===== config.mk =====
export PLATFORM = sky130hd
export DESIGN_NAME = twin_domain_gpio
export DESIGN_NICKNAME = d
export VERILOG_FILES = /design/src/rtl/twin_gpio_pkg.sv /design/src/rtl/twin_gpio_ctrl.sv /design/src/rtl/twin_gpio_dp.sv /design/src/rtl/twin_domain_gpio.sv
export SDC_FILE = /design/constraint.sdc
export NUM_CORES = 1
export LEC_CHECK = 0
export CAP_MARGIN = 20
export CORE_MARGIN = 4
export CORE_UTILIZATION = 30
export CTS_BUF_LIST = sky130_fd_sc_hd__clkbuf_2
export CTS_CLUSTER_DIAMETER = 200
export DETAILED_ROUTE_END_ITERATION = 7
export PLACE_DENSITY = 0.54
export SYNTH_ARGS = -nofsm -noshare
export SYNTH_HDL_FRONTEND = slang
export SYNTH_SLANG_ARGS = --single-unit

===== constraint.sdc =====
create_clock -name clk -period 1.8 [get_ports clk]
set_input_delay 0.27 -clock clk [delete_from_list [all_inputs] [get_ports clk]]
set_output_delay 0.27 -clock clk [all_outputs]
set_load 0.005 [all_outputs]

===== src/rtl/twin_gpio_pkg.sv =====
package twin_gpio_pkg;

  localparam int ADDR_W   = 6;
  localparam int DATA_W   = 8;
  localparam int CORE_N   = 10;
  localparam int SUS_N    = 4;
  localparam int CORE_BYTES = (CORE_N + DATA_W - 1) / DATA_W;

  localparam logic [ADDR_W-1:0] OFS_CORE_EN  = 6'h00;
  localparam logic [ADDR_W-1:0] OFS_CORE_DIR = 6'h04;
  localparam logic [ADDR_W-1:0] OFS_CORE_LVL = 6'h08;
  localparam logic [ADDR_W-1:0] OFS_SUS_EN   = 6'h20;
  localparam logic [ADDR_W-1:0] OFS_SUS_DIR  = 6'h24;
  localparam logic [ADDR_W-1:0] OFS_SUS_LVL  = 6'h28;
  localparam logic [ADDR_W-1:0] OFS_WAKE     = 6'h2C;

  typedef enum logic [3:0] {
    RD_NONE,
    RD_CORE_EN0, RD_CORE_EN1,
    RD_CORE_DIR0, RD_CORE_DIR1,
    RD_CORE_LVL0, RD_CORE_LVL1,
    RD_SUS_EN, RD_SUS_DIR, RD_SUS_LVL,
    RD_WAKE
  } rdSelT;

  typedef struct packed {
    logic [CORE_BYTES-1:0] coreEnWr;
    logic [CORE_BYTES-1:0] coreDirWr;
    logic [CORE_BYTES-1:0] coreLvlWr;
    logic                  susEnWr;
    logic                  susDirWr;
    logic                  susLvlWr;
    logic                  wakeClrWr;
    logic                  rdEn;
    rdSelT                 rdSel;
  } strobeT;

endpackage


===== src/rtl/twin_gpio_ctrl.sv =====
module twin_gpio_ctrl
  import twin_gpio_pkg::*;
(
  input  logic              clk,
  input  logic              rstN,
  input  logic [ADDR_W-1:0] busAddr,
  input  logic              busWr,
  input  logic              busRd,
  input  logic              wrDataBit0,
  output strobeT            stb
);

  rdSelT sel;

  always_comb begin
    sel = RD_NONE;
    unique case (busAddr)
      OFS_CORE_EN:        sel = RD_CORE_EN0;
      OFS_CORE_EN + 6'd1: sel = RD_CORE_EN1;
      OFS_CORE_DIR:       sel = RD_CORE_DIR0;
      OFS_CORE_DIR + 6'd1: sel = RD_CORE_DIR1;
      OFS_CORE_LVL:       sel = RD_CORE_LVL0;
      OFS_CORE_LVL + 6'd1: sel = RD_CORE_LVL1;
      OFS_SUS_EN:         sel = RD_SUS_EN;
      OFS_SUS_DIR:        sel = RD_SUS_DIR;
      OFS_SUS_LVL:        sel = RD_SUS_LVL;
      OFS_WAKE:           sel = RD_WAKE;
      default:            sel = RD_NONE;
    endcase
  end

  always_comb begin
    stb = '0;
    stb.rdEn  = busRd;
    stb.rdSel = busRd ? sel : RD_NONE;
    if (busWr) begin
      stb.coreEnWr[0]  = (sel == RD_CORE_EN0);
      stb.coreEnWr[1]  = (sel == RD_CORE_EN1);
      stb.coreDirWr[0] = (sel == RD_CORE_DIR0);
      stb.coreDirWr[1] = (sel == RD_CORE_DIR1);
      stb.coreLvlWr[0] = (sel == RD_CORE_LVL0);
      stb.coreLvlWr[1] = (sel == RD_CORE_LVL1);
      stb.susEnWr      = (sel == RD_SUS_EN);
      stb.susDirWr     = (sel == RD_SUS_DIR);
      stb.susLvlWr     = (sel == RD_SUS_LVL);
      stb.wakeClrWr    = (sel == RD_WAKE) && wrDataBit0;
    end
  end

  AST_ONE_WRITE_STROBE: assert property (@(posedge clk) disable iff (!rstN)
    $onehot0({stb.coreEnWr, stb.coreDirWr, stb.coreLvlWr,
              stb.susEnWr, stb.susDirWr, stb.susLvlWr, stb.wakeClrWr}));

endmodule


===== src/rtl/twin_gpio_dp.sv =====
module twin_gpio_dp
  import twin_gpio_pkg::*;
#(
  parameter int               RSVD_PIN    = 7,
  parameter logic [CORE_N-1:0] CORE_EN_RST = 10'h07F,
  parameter logic [SUS_N-1:0]  SUS_EN_RST  = 4'h7
)(
  input  logic                 clk,
  input  logic                 coreRstN,
  input  logic                 susRstN,
  input  strobeT               stb,
  input  logic [DATA_W-1:0]    wrData,
  input  logic                 sleepIn,
  input  logic [CORE_N+SUS_N-1:0] padIn,
  output logic [DATA_W-1:0]    rdData,
  output logic [CORE_N+SUS_N-1:0] padOut,
  output logic [CORE_N+SUS_N-1:0] padOe,
  output logic                 wakeReq
);

  localparam int CORE_W = CORE_BYTES * DATA_W;

  logic [CORE_N-1:0] coreEn, coreDir, coreLvl, coreSync1, coreSync2;
  logic [SUS_N-1:0]  susEn, susDir, susLvl, susSync1, susSync2, susPrev;
  logic              wakeFlag;
  logic              wakeEvent;
  logic [DATA_W-1:0] rdNext;

  // Core bank configuration, one flop per implemented pin
  for (genvar i = 0; i < CORE_N; i++) begin : g_core
    localparam int BYTE = i / DATA_W;
    localparam int BIT  = i % DATA_W;
    if (i == RSVD_PIN) begin : g_rsvd
      always_ff @(posedge clk or negedge coreRstN)
        if (!coreRstN) coreEn[i] <= 1'b0;
        else           coreEn[i] <= 1'b0;
    end else begin : g_norm
      always_ff @(posedge clk or negedge coreRstN)
        if (!coreRstN)               coreEn[i] <= CORE_EN_RST[i];
        else if (stb.coreEnWr[BYTE]) coreEn[i] <= wrData[BIT];
    end
    always_ff @(posedge clk or negedge coreRstN) begin
      if (!coreRstN) begin
        coreDir[i] <= 1'b1;
        coreLvl[i] <= 1'b0;
      end else begin
        if (stb.coreDirWr[BYTE]) coreDir[i] <= wrData[BIT];
        if (stb.coreLvlWr[BYTE]) coreLvl[i] <= wrData[BIT];
      end
    end
  end

  always_ff @(posedge clk or negedge coreRstN) begin
    if (!coreRstN) begin
      coreSync1 <= '0;
      coreSync2 <= '0;
    end else begin
      coreSync1 <= padIn[CORE_N-1:0];
      coreSync2 <= coreSync1;
    end
  end

  // Retained bank, suspend-domain reset only
  always_ff @(posedge clk or negedge susRstN) begin
    if (!susRstN) begin
      susEn    <= SUS_EN_RST;
      susDir   <= '1;
      susLvl   <= '0;
      susSync1 <= '0;
      susSync2 <= '0;
      susPrev  <= '0;
    end else begin
      if (stb.susEnWr)  susEn  <= wrData[SUS_N-1:0];
      if (stb.susDirWr) susDir <= wrData[SUS_N-1:0];
      if (stb.susLvlWr) susLvl <= wrData[SUS_N-1:0];
      susSync1 <= padIn[CORE_N+SUS_N-1:CORE_N];
      susSync2 <= susSync1;
      susPrev  <= susSync2;
    end
  end

  assign wakeEvent = sleepIn && (|((susSync2 ^ susPrev) & susEn & susDir));

  // Sticky flag: a new event outranks a clearing write in the same cycle
  always_ff @(posedge clk or negedge susRstN) begin
    if (!susRstN) wakeFlag <= 1'b0;
    else          wakeFlag <= (wakeFlag & ~stb.wakeClrWr) | wakeEvent;
  end

  // Read path
  logic [CORE_W-1:0] coreEnW, coreDirW, coreLvlW;
  assign coreEnW  = CORE_W'(coreEn);
  assign coreDirW = CORE_W'(coreDir);
  assign coreLvlW = CORE_W'(coreSync2);

  always_comb begin
    rdNext = '0;
    unique case (stb.rdSel)
      RD_CORE_EN0:  rdNext = coreEnW[7:0];
      RD_CORE_EN1:  rdNext = coreEnW[15:8];
      RD_CORE_DIR0: rdNext = coreDirW[7:0];
      RD_CORE_DIR1: rdNext = coreDirW[15:8];
      RD_CORE_LVL0: rdNext = coreLvlW[7:0];
      RD_CORE_LVL1: rdNext = coreLvlW[15:8];
      RD_SUS_EN:    rdNext = DATA_W'(susEn);
      RD_SUS_DIR:   rdNext = DATA_W'(susDir);
      RD_SUS_LVL:   rdNext = DATA_W'(susSync2);
      RD_WAKE:      rdNext = DATA_W'(wakeFlag);
      default:      rdNext = '0;
    endcase
  end

  always_ff @(posedge clk or negedge susRstN) begin
    if (!susRstN)      rdData <= '0;
    else if (stb.rdEn) rdData <= rdNext;
    else               rdData <= '0;
  end

  assign padOut  = {susLvl, coreLvl};
  assign padOe   = {susEn & ~susDir, coreEn & ~coreDir};
  assign wakeReq = wakeFlag;

  AST_RSVD_EN_LOW: assert property (@(posedge clk) disable iff (!coreRstN)
    stb.coreEnWr[RSVD_PIN/DATA_W] |=> !coreEn[RSVD_PIN]);
  AST_WAKE_NEEDS_SLEEP: assert property (@(posedge clk) disable iff (!susRstN)
    $rose(wakeFlag) |-> $past(sleepIn));
  AST_WAKE_STICKY: assert property (@(posedge clk) disable iff (!susRstN)
    (wakeFlag && !stb.wakeClrWr) |=> wakeFlag);
  AST_RD_IDLE_ZERO: assert property (@(posedge clk) disable iff (!susRstN)
    !stb.rdEn |=> (rdData == '0));

endmodule


===== src/rtl/twin_domain_gpio.sv =====
module twin_domain_gpio
  import twin_gpio_pkg::*;
(
  input  logic                    clk,
  input  logic                    corePwrGoodN,
  input  logic                    susRstN,
  input  logic [ADDR_W-1:0]       busAddr,
  input  logic [DATA_W-1:0]       busWrData,
  input  logic                    busWr,
  input  logic                    busRd,
  output logic [DATA_W-1:0]       busRdData,
  input  logic                    sleepIn,
  input  logic [CORE_N+SUS_N-1:0] padIn,
  output logic [CORE_N+SUS_N-1:0] padOut,
  output logic [CORE_N+SUS_N-1:0] padOe,
  output logic                    wakeReq
);

  strobeT stb;

  twin_gpio_ctrl u_ctrl (
    .clk        (clk),
    .rstN       (susRstN),
    .busAddr    (busAddr),
    .busWr      (busWr),
    .busRd      (busRd),
    .wrDataBit0 (busWrData[0]),
    .stb        (stb)
  );

  twin_gpio_dp u_dp (
    .clk      (clk),
    .coreRstN (corePwrGoodN),
    .susRstN  (susRstN),
    .stb      (stb),
    .wrData   (busWrData),
    .sleepIn  (sleepIn),
    .padIn    (padIn),
    .rdData   (busRdData),
    .padOut   (padOut),
    .padOe    (padOe),
    .wakeReq  (wakeReq)
  );

endmodule


Yosys cells after proc, flatten, opt, wreduce, memory -nomap -nowiden
Index checks and enable logic that the tools add are counted.
Operators by class
  equality and inequality tests: 29
  multiplexer cells: 5
  $mul: 0
  bitwise gates (word level): 10
  add/subtract/negate cells: 0
  shift operators: 0
  $lt $le $gt $ge: 0
  divide/modulo/power cells: 0
  reduce and logical (&&, ||, !) cells: 4
Operators by type and width (count)
  $pmux 8 s10: 1
  $pmux 4 s10: 1
  $eq 4x3->1 const B: 8
  $eq 4x4->1 const B: 6
  $eq 6x6->1 const B: 4
  $eq 4x2->1 const B: 4
  $and 4x4->4: 3
  $eq 6x3->1 const B: 2
  $eq 6x4->1 const B: 2
  $and 10x10->10: 1
  $mux 10: 1
  $not 10->10: 1
  $eq 4x1->1 const B: 2
  $mux 8: 1
  $eq 6x1->1 const B: 1
  $logic_not 6->1: 1
  $mux 4: 1
  $not 4->4: 1
  $reduce_or 4->1: 1
  $xor 4x4->4: 1
  $logic_and 1x1->1: 2
  $and 1x1->1: 1
  $not 1->1: 1
  $or 1x1->1: 1
Storage, ports and cells
  memories kept: 0
  output and inout port bits: 37
  memory bits (writable): 0
  latch bits: 0
  word-level logic and storage cells: 87
  register bits after elaboration: 82
  ROM bits: 0
  input port bits: 34

Longest topological paths before layout
  depth after elaboration: 8
  gate-level depth with buffers: 7
  depth with buffers taken out: 5

Cells and area by module
Synthesis repeated with hierarchy kept, for this count alone.
Unflattened totals
  cell total of the unflattened synthesis: 264
  area, all modules: 3425.8 µm²
By module, submodules not included
  twin_gpio_dp: times used 1, area each 3226.8 µm², cells an instance 227
  twin_gpio_ctrl: times used 1, area each 198.9 µm², cells an instance 37

Worst setup path before layout
OpenSTA, ideal clock, no wires.
  path kind: input port to flip-flop
  start point: input port busAddr[4]
  end point: register u_dp.coreLvl[0], in the netlist u_dp.padOut[0]
  stages: 5
  library setup time: 0.125 ns
  data required time: 1.675 ns
  path slack: 0.165 ns
  path buffers: 1
  arrival time: 1.510 ns
  cell sequence: or3_4 -> nor3_4 -> and3_1 -> buf_6 -> mux2_4
On the way
  longest elaborated chain between the ends: 4
RTL lines
  start: declaration: RTL line twin_domain_gpio.sv:7  | input logic [ADDR_W-1:0] busAddr,
  $eq 6x6->1, or another cell as far along: RTL line twin_gpio_ctrl.sv:17  | unique case (busAddr)
  $pmux 4 s10 (*): RTL line twin_gpio_ctrl.sv:17
  $eq 4x3->1 (*): RTL line twin_gpio_ctrl.sv:41  | stb.coreLvlWr[0] = (sel == RD_CORE_LVL0);
  $mux 10 (*): RTL line twin_gpio_ctrl.sv:36  | if (busWr) begin
  end signal: indexed assignment: RTL line twin_gpio_dp.sv:48  | if (stb.coreLvlWr[BYTE]) coreLvl[i] <= wrData[BIT];
  end: declaration: RTL line twin_gpio_dp.sv:23  | logic [CORE_N-1:0] coreEn, coreDir, coreLvl, coreSync1, coreSync2;
Mark *: on every way between the ends. The rest lies on a longest branch, timed or not.
A chain may end at the register's enable or synchronous reset.

Worst setup path after layout
  start point: register u_dp.susEn[0]
  end point: output port padOe[10]
On the way
  longest elaborated chain between the ends: 1
RTL lines
  start: declaration: RTL line twin_gpio_dp.sv:24  | logic [SUS_N-1:0] susEn, susDir, susLvl, susSync1, susSync2, susPrev;
  start signal: assignment: RTL line twin_gpio_dp.sv:73  | if (stb.susEnWr) susEn <= wrData[SUS_N-1:0];
  $and 4x4->4: RTL line twin_gpio_dp.sv:120  | assign padOe = {susEn & ~susDir, coreEn & ~coreDir};
  end: declaration: RTL line twin_domain_gpio.sv:15  | output logic [CORE_N+SUS_N-1:0] padOe,
Every way passes these cells.

==> impl_metrics.yaml <==
status:
  outcome: "complete, no violations"
synth:
  synth_top_area_frac: 0.414
  synthArstFlopShare: 1.00
  synth.avg_cell_area_um2: 13.2
  syn_inst: 265
  synth_area_um2: 3510
  synth_edf_count: 0
  synth_nets: 299
  yosysSeqAreaShare: 0.593
  synth_flop_cell: "dfrtp_1"
  synth-seq-cells: 82
  ys_warn_count: 0
  synth.area.top_cells: "dfrtp_1, dfstp_2, mux2_2"
  synth_cell_type_count: 52
  yosysTopAreaCell: "dfrtp_1"
global_routing:
  grt_remaining_overflow: 0
  grt_pass1_wl_um: 14000
  antenna_found_initial: 0
  grt_use_met3: 0.0358
  grt_pass1_vias: 2650
  gr-usage-met2: 0.208
  busiest_layer: "met2"
  grt_util_met1: 0.192
  grt_use_total: 0.138
  grt_max_degree: 34
route:
  via_per_inst: 4.65
  wl_um: 8690
  postRouteAntennaNets: 0
  via_count: 2468
  route.detailed.drc: 0
  dr.pass1.iters: 4
  wl_per_cell_um: 16.4
  drt-initial-drc-count: 84
placement:
  io_buffer_count: 69
  post-place-ws_ps: -368
  placed_area_um2: 4570
  gp_congestion: 0.832
  hpwlAfterDp_um: 6300
  dp_cells: 498
cells_and_area:
  final_area_um2: 4840
  n_antenna_cell: 0
  nets: 417
  syn_to_final_growth_pct: 37.9
  final_util: 0.424
  drive_gt1_frac: 0.407
  finalNonFillerCells: 531
pwr:
  swShare: 0.254
  peakVddDrop_uv: 430
  leakage_nw: 2.29
  p_clk_frac: 0.263
  p_per_area_nw_per_um2: 849
  seqPwrFrac: 0.535
  p_int_mw: 3.06
  power_frac_comb: 0.201
  p_switching_mw: 1.04
  power.total_mw: 4.11
worst_setup_path:
  critPathArrivalTime_ps: 1450
  worstPathRequired_ps: 1530
  critPathLaunchType: "flop"
  cp_max_fo: 2
  criticalPathCategory: "reg2out"
  endpoint_kind: "primary output"
timing:
  slew_viol_final: 0
  slew_headroom: 0.667
  setup_viol: 0
  fmax_ghz: 0.581
  final.min_clock_period_ps: 1720
  fin_worst_skew_ps: 16.8
  worst_pin_slew_ps: 500
  setup_slack_ps: 79.1
  period_share: 0.956
  hold_violations: 0
worst_hold_path:
  hold_class: "in2async"
clock_tree:
  cts_sinks: 82
  root_buffer: "clkbuf_2"
  cts_tree: "yes"
  clk_latency_ps: 520
  cts_buffers: 9
  cts.reportedPaths.clkPinSlew_ps: 210
  clock_path_buffers: 2
  cts_htree_levels: 3
die:
  core_um2: 11400
  ioPinCount: 71
  die_y_um: 116
  die_w_um: 116
  dieArea_um2: 13500
  num_rows: 39
  start_util: 0.307
run:
  drv_cap: 0
-- logic make-up (layout without fill, tap and decap cells) --
kind of cell,Yosys count,in the layout,synth area share
AOI/OAI and AO/OA,31,31,0.0663
and+or+nand+nor,84,84,0.139
muxes,49,49,0.163
buffers and inverters,13,136,0.0239
xor gates and xnor gates,5,5,0.0125
other,1,1,0.00107
DFF,82,82,0.593
-- synth_stat cells (4+ instances only) --
cell type and count:
mux2_4 8, and3_1 4, buf_2 4, o21ai_0 7
nand3_1 8, mux2_2 32, nor2b_1 19, dfrtp_1 58
xor2_1 4, nor2_1 9, nand2_1 18, dfstp_2 24
mux2i_1 7
-- path summary, 6_finish.rpt --
| check | start | end | slack, ps | cells past startpoint |
|---|---|---|---|---|
| min in group clk | padIn[2] | u_dp.coreSync1[2] | 150 | 1 |
| max in group asynchronous | corePwrGoodN | u_dp.coreDir[9] | 1000 | 3 |
| hold / removal | susRstN | u_dp.susLvl[2] | 130 | 2 |
| hold reg to reg | u_dp.susSync1[0] | u_dp.susSync2[0] | 370 | 0 |
| setup / recovery | u_dp.susEn[0] | padOe[10] | 80 | 2 |
| setup reg to reg | u_dp.susSync2[1] | u_dp.rdData[1] | 220 | 5 |
-- stage by stage --
step | hold WS, ps | setup TNS, ps
final | 128 | 0
after global routing | 72.9 | -1.15
after CTS | 97.3 | 0
after detailed placement | 263 | -13890
after global placement | 264 | -14420
after floorplan | -25.6 | 0
-- metal layers --
layer | part of all wire | vias up
li1 | - | 1171
met5 | 0 | -
met2 | 0.46 | 56
met3 | 0.049 | 15
met1 | 0.47 | 1226
met4 | 0.018 | 0
-- state kept, by name (all words and copies together) (netlist names) --
register / count
u_dp.coreDir: 10
u_dp.coreEn: 9
u_dp.coreSync1: 10
u_dp.coreSync2: 10
u_dp.padOut: 10
u_dp.rdData: 8
u_dp.susDir: 4
u_dp.susEn: 4
u_dp.susLvl: 4
u_dp.susPrev: 4
u_dp.susSync1: 4
u_dp.susSync2: 4
u_dp.wakeReq: 1
-- power groups by stage --
| stage | sequential [mW] | combinational (mW) | clock, mW |
|---|---|---|---|
| after floorplan | 2.21 | 0.309 | 0 |
| final | 2.20 | 0.826 | 1.08 |
| after detailed placement | 2.25 | 0.732 | 0 |
| after global routing | 2.23 | 0.906 | 1.21 |
| after CTS | 2.20 | 0.854 | 1.13 |
| after global placement | 2.25 | 0.731 | 0 |
-- what timing repair did --
action                                  4_1_cts  5_1_grt
hold buffers                                  1        0
endpoints found under the setup margin       14       20
buffers inserted                             14        2
gates cloned                                  0        0
resized for setup                            30       22
hold endpoints to repair                     21        0
-- area by class of cell --
| class | count | area (um^2) |
|---|---|---|
| fillers | 1133 | 6580 |
| flip-flops and latches | 82 | 2080 |
| clock buffers | 11 | 55.1 |
| multi-input cells | 170 | 1370 |
| clock inverters | 5 | 78.8 |
| well taps | 143 | 179 |
| repair buffers | 120 | 1070 |
-- worst max-delay path, cell delays in order, from the launching register on --
cell and delay, ps:
dfstp_2 570, nor2b_1 130, dlygate4sd2_1 240
-- layout by cell type, fill, tap and decap left out, drive strengths merged, types with 3 or more instances in the layout --
| cell type | synthesis | routed |
|---|---|---|
| a21oi | 3 | 3 |
| a221oi | 3 | 3 |
| a22o | 3 | 3 |
| a32oi | 3 | 3 |
| and3 | 4 | 4 |
| buf | 10 | 52 |
| clkbuf | 3 | 19 |
| clkdlybuf4s50 | 0 | 46 |
| clkinv | 0 | 3 |
| dfrtp | 58 | 58 |
| dfstp | 24 | 24 |
| dlygate4sd2 | 0 | 3 |
| dlymetal6s2s | 0 | 9 |
| mux2 | 42 | 42 |
| mux2i | 7 | 7 |
| nand2 | 19 | 19 |
| nand2b | 3 | 3 |
| nand3 | 9 | 9 |
| nand4 | 3 | 3 |
| nor2 | 9 | 9 |
| nor2b | 20 | 20 |
| nor3 | 3 | 3 |
| o21ai | 8 | 8 |
| xor2 | 4 | 4 |
No activity file was read; power rests on OpenSTA's default activity.
